==> src/rtl/bclk_pkg.sv <==
package bclk_pkg;

    typedef enum logic {
        PH_LOW  = 1'b0,
        PH_HIGH = 1'b1
    } phase_e;

    typedef enum logic [1:0] {
        SRC_NONE = 2'd0,
        SRC_LIVE = 2'd1,
        SRC_HELD = 2'd2
    } src_e;

    function automatic int unsigned low_len(input int unsigned byte_t);
        return byte_t / 2;
    endfunction

    function automatic int unsigned cnt_bits(input int unsigned byte_t);
        return $clog2(byte_t + 1);
    endfunction

endpackage

==> src/rtl/bclk_phase.sv <==
module bclk_phase
    import bclk_pkg::*;
#(
    parameter int unsigned BYTE_T = 10
) (
    input  logic clk,
    input  logic rst,
    input  logic fall_i,
    output logic ck_o,
    output logic ready_o
);
    localparam int unsigned LOW_T = low_len(BYTE_T);
    localparam int unsigned CNT_W = cnt_bits(BYTE_T);

    logic [CNT_W-1:0] cnt_q;
    phase_e           ph_q;

    assign ready_o = (cnt_q >= CNT_W'(BYTE_T - 1));
    assign ck_o    = (ph_q == PH_HIGH);

    always_ff @(posedge clk) begin
        if (rst) begin
            cnt_q <= CNT_W'(BYTE_T);
            ph_q  <= PH_LOW;
        end else if (fall_i) begin
            cnt_q <= '0;
            ph_q  <= PH_LOW;
        end else begin
            if (cnt_q != CNT_W'(BYTE_T))
                cnt_q <= cnt_q + 1'b1;
            if (ph_q == PH_LOW && cnt_q == CNT_W'(LOW_T - 1))
                ph_q <= PH_HIGH;
        end
    end

    // a fall is only requested while the clock is high or never started
    a_r3_fall_from_high: assert property (@(posedge clk) disable iff (rst)
        fall_i |-> (ph_q == PH_HIGH || cnt_q == CNT_W'(BYTE_T)));

endmodule

==> src/rtl/bclk_sched.sv <==
module bclk_sched
    import bclk_pkg::*;
#(
    parameter int unsigned DATA_W = 8
) (
    input  logic              clk,
    input  logic              rst,
    input  logic              bnd_i,
    input  logic              resync_i,
    input  logic [DATA_W-1:0] data_i,
    input  logic              ready_i,
    output logic              fall_o,
    output logic [DATA_W-1:0] fall_data_o,
    output logic              rs_bnd_o
);
    logic              synced_q;
    logic              held_q;
    logic [DATA_W-1:0] held_data_q;
    logic              accept;
    src_e              src;

    assign accept   = bnd_i && (synced_q || resync_i);
    assign rs_bnd_o = accept && resync_i;

    always_comb begin
        src = SRC_NONE;
        if (ready_i) begin
            if (accept)
                src = SRC_LIVE;
            else if (held_q)
                src = SRC_HELD;
        end
    end

    assign fall_o      = (src != SRC_NONE);
    assign fall_data_o = (src == SRC_LIVE) ? data_i : held_data_q;

    always_ff @(posedge clk) begin
        if (rst) begin
            synced_q    <= 1'b0;
            held_q      <= 1'b0;
            held_data_q <= '0;
        end else begin
            if (bnd_i && resync_i)
                synced_q <= 1'b1;
            if (accept && !ready_i) begin
                held_q      <= 1'b1;
                held_data_q <= data_i;
            end else if (fall_o) begin
                held_q <= 1'b0;
            end
        end
    end

    // nothing is issued before the first resync boundary
    a_r2_no_fall_unsynced: assert property (@(posedge clk) disable iff (rst)
        (!synced_q && !(bnd_i && resync_i)) |-> !fall_o);

    // an early boundary arriving over a held one keeps a boundary held
    a_r7_replace_held: assert property (@(posedge clk) disable iff (rst)
        (held_q && accept && !ready_i) |=> (held_q && held_data_q == $past(data_i)));

endmodule

==> src/rtl/bclk_outreg.sv <==
module bclk_outreg #(
    parameter int unsigned DATA_W = 8
) (
    input  logic              clk,
    input  logic              rst,
    input  logic              fall_i,
    input  logic [DATA_W-1:0] fall_data_i,
    input  logic              rs_bnd_i,
    output logic [DATA_W-1:0] data_o,
    output logic              vld_o
);
    always_ff @(posedge clk) begin
        if (rst) begin
            data_o <= '0;
            vld_o  <= 1'b0;
        end else if (fall_i) begin
            data_o <= fall_data_i;
            vld_o  <= 1'b1;
        end else if (rs_bnd_i) begin
            vld_o  <= 1'b0;
        end
    end

    // a held resync boundary withdraws the valid flag
    a_r8_resync_withdraw: assert property (@(posedge clk) disable iff (rst)
        (rs_bnd_i && !fall_i) |=> !vld_o);

    // outputs are quiet between events
    a_r6_quiet: assert property (@(posedge clk) disable iff (rst)
        (!fall_i && !rs_bnd_i) |=> ($stable(data_o) && $stable(vld_o)));

endmodule

==> src/rtl/bclk_stretch.sv <==
module bclk_stretch
    import bclk_pkg::*;
#(
    parameter int unsigned BYTE_T = 10,
    parameter int unsigned DATA_W = 8
) (
    input  logic              clk,
    input  logic              rst,
    input  logic              bnd_i,
    input  logic              resync_i,
    input  logic [DATA_W-1:0] data_i,
    output logic              byte_clk,
    output logic [DATA_W-1:0] data_out,
    output logic              data_vld
);
    localparam int unsigned LOW_T = low_len(BYTE_T);
    localparam int unsigned CNT_W = cnt_bits(BYTE_T);

    logic              fall_w;
    logic              ready_w;
    logic              rs_bnd_w;
    logic [DATA_W-1:0] fall_data_w;

    bclk_phase #(.BYTE_T(BYTE_T)) u_phase (
        .clk     (clk),
        .rst     (rst),
        .fall_i  (fall_w),
        .ck_o    (byte_clk),
        .ready_o (ready_w)
    );

    bclk_sched #(.DATA_W(DATA_W)) u_sched (
        .clk         (clk),
        .rst         (rst),
        .bnd_i       (bnd_i),
        .resync_i    (resync_i),
        .data_i      (data_i),
        .ready_i     (ready_w),
        .fall_o      (fall_w),
        .fall_data_o (fall_data_w),
        .rs_bnd_o    (rs_bnd_w)
    );

    bclk_outreg #(.DATA_W(DATA_W)) u_out (
        .clk         (clk),
        .rst         (rst),
        .fall_i      (fall_w),
        .fall_data_i (fall_data_w),
        .rs_bnd_i    (rs_bnd_w),
        .data_o      (data_out),
        .vld_o       (data_vld)
    );

    // Checking state: edges since the last fall, and whether sync was ever seen
    logic [CNT_W-1:0] gap_q;
    logic             seen_q;

    always_ff @(posedge clk) begin
        if (rst) begin
            gap_q  <= CNT_W'(BYTE_T);
            seen_q <= 1'b0;
        end else begin
            if (bnd_i && resync_i)
                seen_q <= 1'b1;
            if (fall_w)
                gap_q <= '0;
            else if (gap_q != CNT_W'(BYTE_T))
                gap_q <= gap_q + 1'b1;
        end
    end

    a_r3_min_period: assert property (@(posedge clk) disable iff (rst)
        fall_w |-> (gap_q >= CNT_W'(BYTE_T - 1)));

    a_r4_low_phase: assert property (@(posedge clk) disable iff (rst)
        $rose(byte_clk) |-> (gap_q == CNT_W'(LOW_T)));

    a_r2_idle_low: assert property (@(posedge clk) disable iff (rst)
        !seen_q |-> (!byte_clk && !data_vld));

    a_r6_vld_rises_on_fall: assert property (@(posedge clk) disable iff (rst)
        (data_vld && !$past(data_vld)) |-> (gap_q == '0 && !byte_clk));

endmodule

==> config.mk <==
export PLATFORM = sky130hd
export DESIGN_NAME = bclk_stretch
export DESIGN_NICKNAME = d
export VERILOG_FILES = /design/src/rtl/bclk_pkg.sv /design/src/rtl/bclk_phase.sv /design/src/rtl/bclk_sched.sv /design/src/rtl/bclk_outreg.sv /design/src/rtl/bclk_stretch.sv
export SDC_FILE = /design/constraint.sdc
export NUM_CORES = 1
export LEC_CHECK = 0
export BUFFER_PORTS_ARGS = -buffer_cell sky130_fd_sc_hd__buf_2
export CAP_MARGIN = 5
export CORE_UTILIZATION = 45
export CTS_BUF_LIST = sky130_fd_sc_hd__clkbuf_2
export DETAILED_ROUTE_END_ITERATION = 8
export GPL_TIMING_DRIVEN = 0
export PLACE_DENSITY = 0.67
export SLEW_MARGIN = 25
export SYNTH_ARGS = -nofsm -noshare
export SYNTH_HDL_FRONTEND = slang
export SYNTH_HIERARCHICAL = 1
export SYNTH_SLANG_ARGS = --single-unit
==> constraint.sdc <==
create_clock -name clk -period 2.3 [get_ports clk]
set_clock_uncertainty 0.15 [all_clocks]
set_input_delay 0.23 -clock clk [delete_from_list [all_inputs] [get_ports clk]]
set_output_delay 0.23 -clock clk [all_outputs]
set_load 0.005 [all_outputs]
After elaboration in Yosys (flattened, before gate mapping) --
Index checks and enable logic that the tools add are counted.
Operators by class: $add $sub $neg 1, magnitude comparators 1, equal/unequal tests 3, multiplexer cells 10, bitwise logic cells 1, reductions and logical operators 12
Operators by type and width (count):
- 4-bit two-way mux | 2
- 8-bit two-way mux | 1
- 2-bit nonzero test | 4
- 2-bit two-way mux | 3
- 1-bit logical AND | 5
- 4-bit by 1-bit adder with 4-bit output, second input constant | 1
- 4-bit by 3-bit equality test with 1-bit output, second input constant | 1
- 4-bit >= comparator, second input constant | 1
- 1-bit two-way mux | 4
- 4-bit != test, second input constant | 1
- 2-bit by 1-bit equality test with 1-bit output, second input constant | 1
- 2-bit OR reduction | 1
- 1-bit logical NOT | 1
- 1-bit logical OR | 1
- 1-bit NOT | 1
Storage, ports and cells: register bits after elaboration 24, input bits 12, output and inout bits 10

Depth between registers and ports, before layout --
depth in word-level cells 7, depth in mapped cells 7, depth with buffers taken out 5

Hierarchy --
The synthesis kept the hierarchy.
By module, submodules not included:
- bclk_sched | instances 1, cells each 55, area an instance 554.3 µm²
- bclk_outreg | instances 1, cells each 30, area an instance 321.6 µm²
- bclk_phase | instances 1, cells each 19, area an instance 206.4 µm²

Worst setup path before layout --
OpenSTA, ideal clock, no wires.
path kind reg2reg, start register u_phase.cnt_q[0], end register u_out.data_o[0], library setup time 0.117 ns, data arrival time 1.711 ns, required time 2.033 ns, setup slack 0.322 ns, cell stages (with the launch flop) 8, path buffers 3, period minus slack after synthesis 1.978 ns, cells stage by stage dfxtp_1 -> o31a_1 -> clkbuf_8 -> clkbuf_1 -> nor2b_1 -> buf_6 -> mux2i_1 -> nor2_1
On the way: elaborated cells on any way between the ends 5, those cells by class order compare (1); eq/ne (1); mux (2); reduce/logical (1)
RTL lines:
- start: declaration | RTL line bclk_phase.sv:15 | logic [CNT_W-1:0] cnt_q;
- start signal: assignment | RTL line bclk_phase.sv:23 | cnt_q <= CNT_W'(BYTE_T);
- start signal: assignment | RTL line bclk_phase.sv:30 | cnt_q <= cnt_q + 1'b1;
- 4-bit >= comparator | RTL line bclk_phase.sv:18 | assign ready_o = (cnt_q >= CNT_W'(BYTE_T - 1));
- net ready_w | RTL line bclk_stretch.sv:20 | logic ready_w;
- 2-bit two-way mux | RTL line bclk_sched.sv:27 | if (ready_i) begin
- 2-bit nonzero test | RTL line bclk_sched.sv:35 | assign fall_o = (src != SRC_NONE);
- net fall_w | RTL line bclk_stretch.sv:19 | logic fall_w;
- end signal: assignment | RTL line bclk_outreg.sv:17 | data_o <= fall_data_i;
- end: declaration | RTL line bclk_outreg.sv:9 | output logic [DATA_W-1:0] data_o,
The timed path passes the listed nets, and every way through them passes these cells. A chain may end at the register's enable or synchronous reset.

Final worst setup path --
start register u_phase.cnt_q[0], end register u_out.data_o[4]
Same word-level chain as after synthesis.

==> impl_metrics.py <==
metrics = {
    "run_status": {
        "status": "complete, no violations",
    },
    "yosys": {
        "ys.flop_type": "dfxtp_1",
        "postSynthAreaPerCell_sq_um": 10.4,
        "synthCells": 104,
        "synth_seq_cells": 24,
        "yosysSeqAreaShare": 0.444,
        "yosysUniqueCellTypes": 29,
        "ys_top_cells_by_count": "24 x dfxtp_1, 12 x nor2_1, 9 x a21oi_1",
        "synthArstFlopShare": 0,
        "yosys_warnings": 6,
        "yosysMostFrequentCell": "dfxtp_1",
        "synth_top_cell_area_share": 0.444,
        "synth-edff-count": 0,
        "synth_area_sq_um": 1080,
        "synthesis.nets": 116,
        "synth.area.top_cells": "dfxtp_1 44%, mux2_4 11%, mux2i_1 7.4%",
        "yosys.area.top_type": "dfxtp_1",
    },
    "timing": {
        "report.final.slew_viol_count": 0,
        "rsz0062_at_grt": "false",
        "hold_ws_ns": 0.103,
        "slew_headroom": 0.671,
        "clock.fmax_ghz": 0.472,
        "layout_setup_ws_ns": 0.180,
        "tightestPinTransition_ns": 0.490,
        "period_needed_ns": 2.12,
        "fin_setup_tns_ns": 0,
        "finalSetupViolCount": 0,
        "timing.final.crit_share": 0.922,
        "hold_violations": 0,
    },
    "layout": {
        "n_antenna_cell": 0,
        "drive_gt1_frac": 0.292,
        "finalNetCount": 151,
        "fin_cells": 165,
        "syn2layout_area_growth_pct": 23.4,
    },
    "global_routing": {
        "track_usage": 0.190,
        "grt_max_degree": 13,
        "grt_pass1_wl_microns": 3580,
        "grt_pass1_vias": 809,
        "grt_overflow": 0,
        "antenna_found_initial": 0,
    },
    "setup_path": {
        "crit_required_ns": 2.39,
        "max_stage_delay_ns": 0.47,
        "worst_path_max_delay_cell": "dfxtp_1",
        "path_cells": "o31a_1 -> clkbuf_8 -> clkbuf_1 -> nor2b_4 -> buf_6 -> mux2i_1 -> nor2_1",
        "start_kind": "register",
        "crit_type": "reg -> reg",
        "cp-end-kind": "register",
        "path_max_fanout": 10,
        "crit_arrival_ns": 2.21,
    },
    "die": {
        "dieWidth_microns": 51.0,
        "fp.dieH_microns": 51.0,
        "floorplan.initialDensity": 0.485,
        "row_count": 17,
        "io_pins": 22,
        "core_area_sq_um": 2230,
        "die-area_sq_um": 2610,
    },
    "power": {
        "power_frac_seq": 0.478,
        "p_int_uw": 726,
        "powerDensity_nw_per_um2": 807,
        "combPwrFrac": 0.379,
        "ir_drop_mv": 0.579,
        "p_clk_frac": 0.143,
        "power_uw": 1080,
        "p_switching_uw": 351,
        "swShare": 0.326,
        "p_leak_uw": 0.000569,
    },
    "place": {
        "hpwlAfterDp_microns": 1500,
        "place_ws_ns": -0.0715,
        "gp_congestion": 0.689,
        "dp.cells": 153,
        "numPortBuffers": 21,
    },
    "clock_network": {
        "path_clk_slew_ns": 0.21,
        "cts_tree": "built",
        "htreeDepth": 1,
        "cts_buffers": 3,
        "cts_num_sinks": 24,
        "post-cts-setup-buffers": 0,
        "root_buffer": "clkbuf_2",
        "cts_buffer_depth": 2,
        "clk_latency_ns": 0.33,
    },
    "routing": {
        "drc": 0,
        "first_iter_violations": 8,
        "firstDrtPassIters": 4,
        "num_vias": 868,
        "via_per_inst": 5.26,
        "wl_per_cell_microns": 13.1,
        "ant_nets": 0,
        "routed_wl_microns": 2170,
    },
    "flow_run": {
        "cap_violations": 0,
    },
    "min_path": {
        "hold_class": "in -> reg",
    },
}
layout by cell type (no fill, tap or decap), drive strengths merged:
cell type,Yosys,final
o31a,1,1
o21bai,2,2
o21ai,9,9
mux2i,8,8
mux2,8,8
nor4b,1,1
clkbuf,4,7
buf,2,23
xnor2,1,1
nor2b,1,1
nor2,12,12
a21oi,9,9
and3b,1,1
nand2b,1,1
inv,1,1
dlygate4sd3,0,9
nand3,1,1
nor3,3,3
and2,1,1
nand3b,8,8
xor2,2,2
dfxtp,24,24
o21a,1,1
nor4,1,1
nand2,2,2
final cells by class:
type                       instances  area [sq um]
multi-input combinational         73           557
buffer                             6          48.8
tap                               28          35.0
fill                             195           898
timing repair buffer              30           195
sequential                        24           480
clock buffer                       3          15.0
inverter                           1          3.75
cells by family (layout without fill, tap and decap cells):
family                 Yosys count  after routing  share of synthesized area
multiplexers                    16             16                      0.185
AND/OR/NAND/NOR                 32             32                      0.186
XOR/XNOR                         3              3                     0.0243
flip-flops                      24             24                      0.444
AO/OA/AOI/OAI                   22             22                      0.112
buffers and inverters            7             40                     0.0485
flip-flops by register name, summed over array words and instances, names as in the netlist:
signal,cells
u_sched/held_q,1
u_out/data_o,8
u_sched/synced_q,1
u_sched/held_data_q,8
u_out/vld_o,1
u_phase/ck_o,1
u_phase/cnt_q,4
worst paths after layout:
kind | slack (ns) | endpoint | startpoint | cells past startpoint
max | 0.18 | u_out/data_o[4]$_SDFFE_PP0P_ | u_phase/cnt_q[0]$_SDFFE_PP0P_ | 7
min | 0.10 | u_sched/synced_q$_SDFFE_PP0P_ | resync_i | 4
max reg2reg | 0.18 | u_out/data_o[4]$_SDFFE_PP0P_ | u_phase/cnt_q[0]$_SDFFE_PP0P_ | 7
min reg2reg | 0.34 | u_out/vld_o$_SDFFE_PP0P_ | u_out/vld_o$_SDFFE_PP0P_ | 2
power groups by stage:
stage	combinational (uW)	sequential, uW	clock (uW)
finish	409	515	154
global route	445	524	177
CTS	405	515	162
detailed placement	391	524	0
global placement	380	520	0
floorplan	308	517	0
per-layer routing:
metal	up-vias	share of wire	global-route usage
met3	2	0.051	0.0625
met1	404	0.47	0.242
met5	-	0	0
met4	0	0.0042	0.0278
li1	436	-	-
met2	26	0.48	0.316
metrics by stage:
stage | cell area (sq um) | utilization
floorplan | 1080 | -
global placement | 1220 | 0.547
detailed placement | 1220 | 0.547
CTS | 1330 | 0.596
global route | 1340 | 0.598
finish | 1340 | 0.598
repair_timing:
item / in CTS / in global routing
setup endpoints to repair: 8 / 8
endpoints found under the hold margin: 11 / 0
gates cloned: 0 / 0
hold buffers: 9 / 0
resized for setup: 1 / 1
critical path, delay by kind of cell, from the launching register on:
family          cells  cell delay (ns)
flops               1             0.47
simple gates        2             0.37
mux                 1             0.21
compound gates      1             0.18
buf+inv             3             0.66
Power figures use the tool's default switching activity.
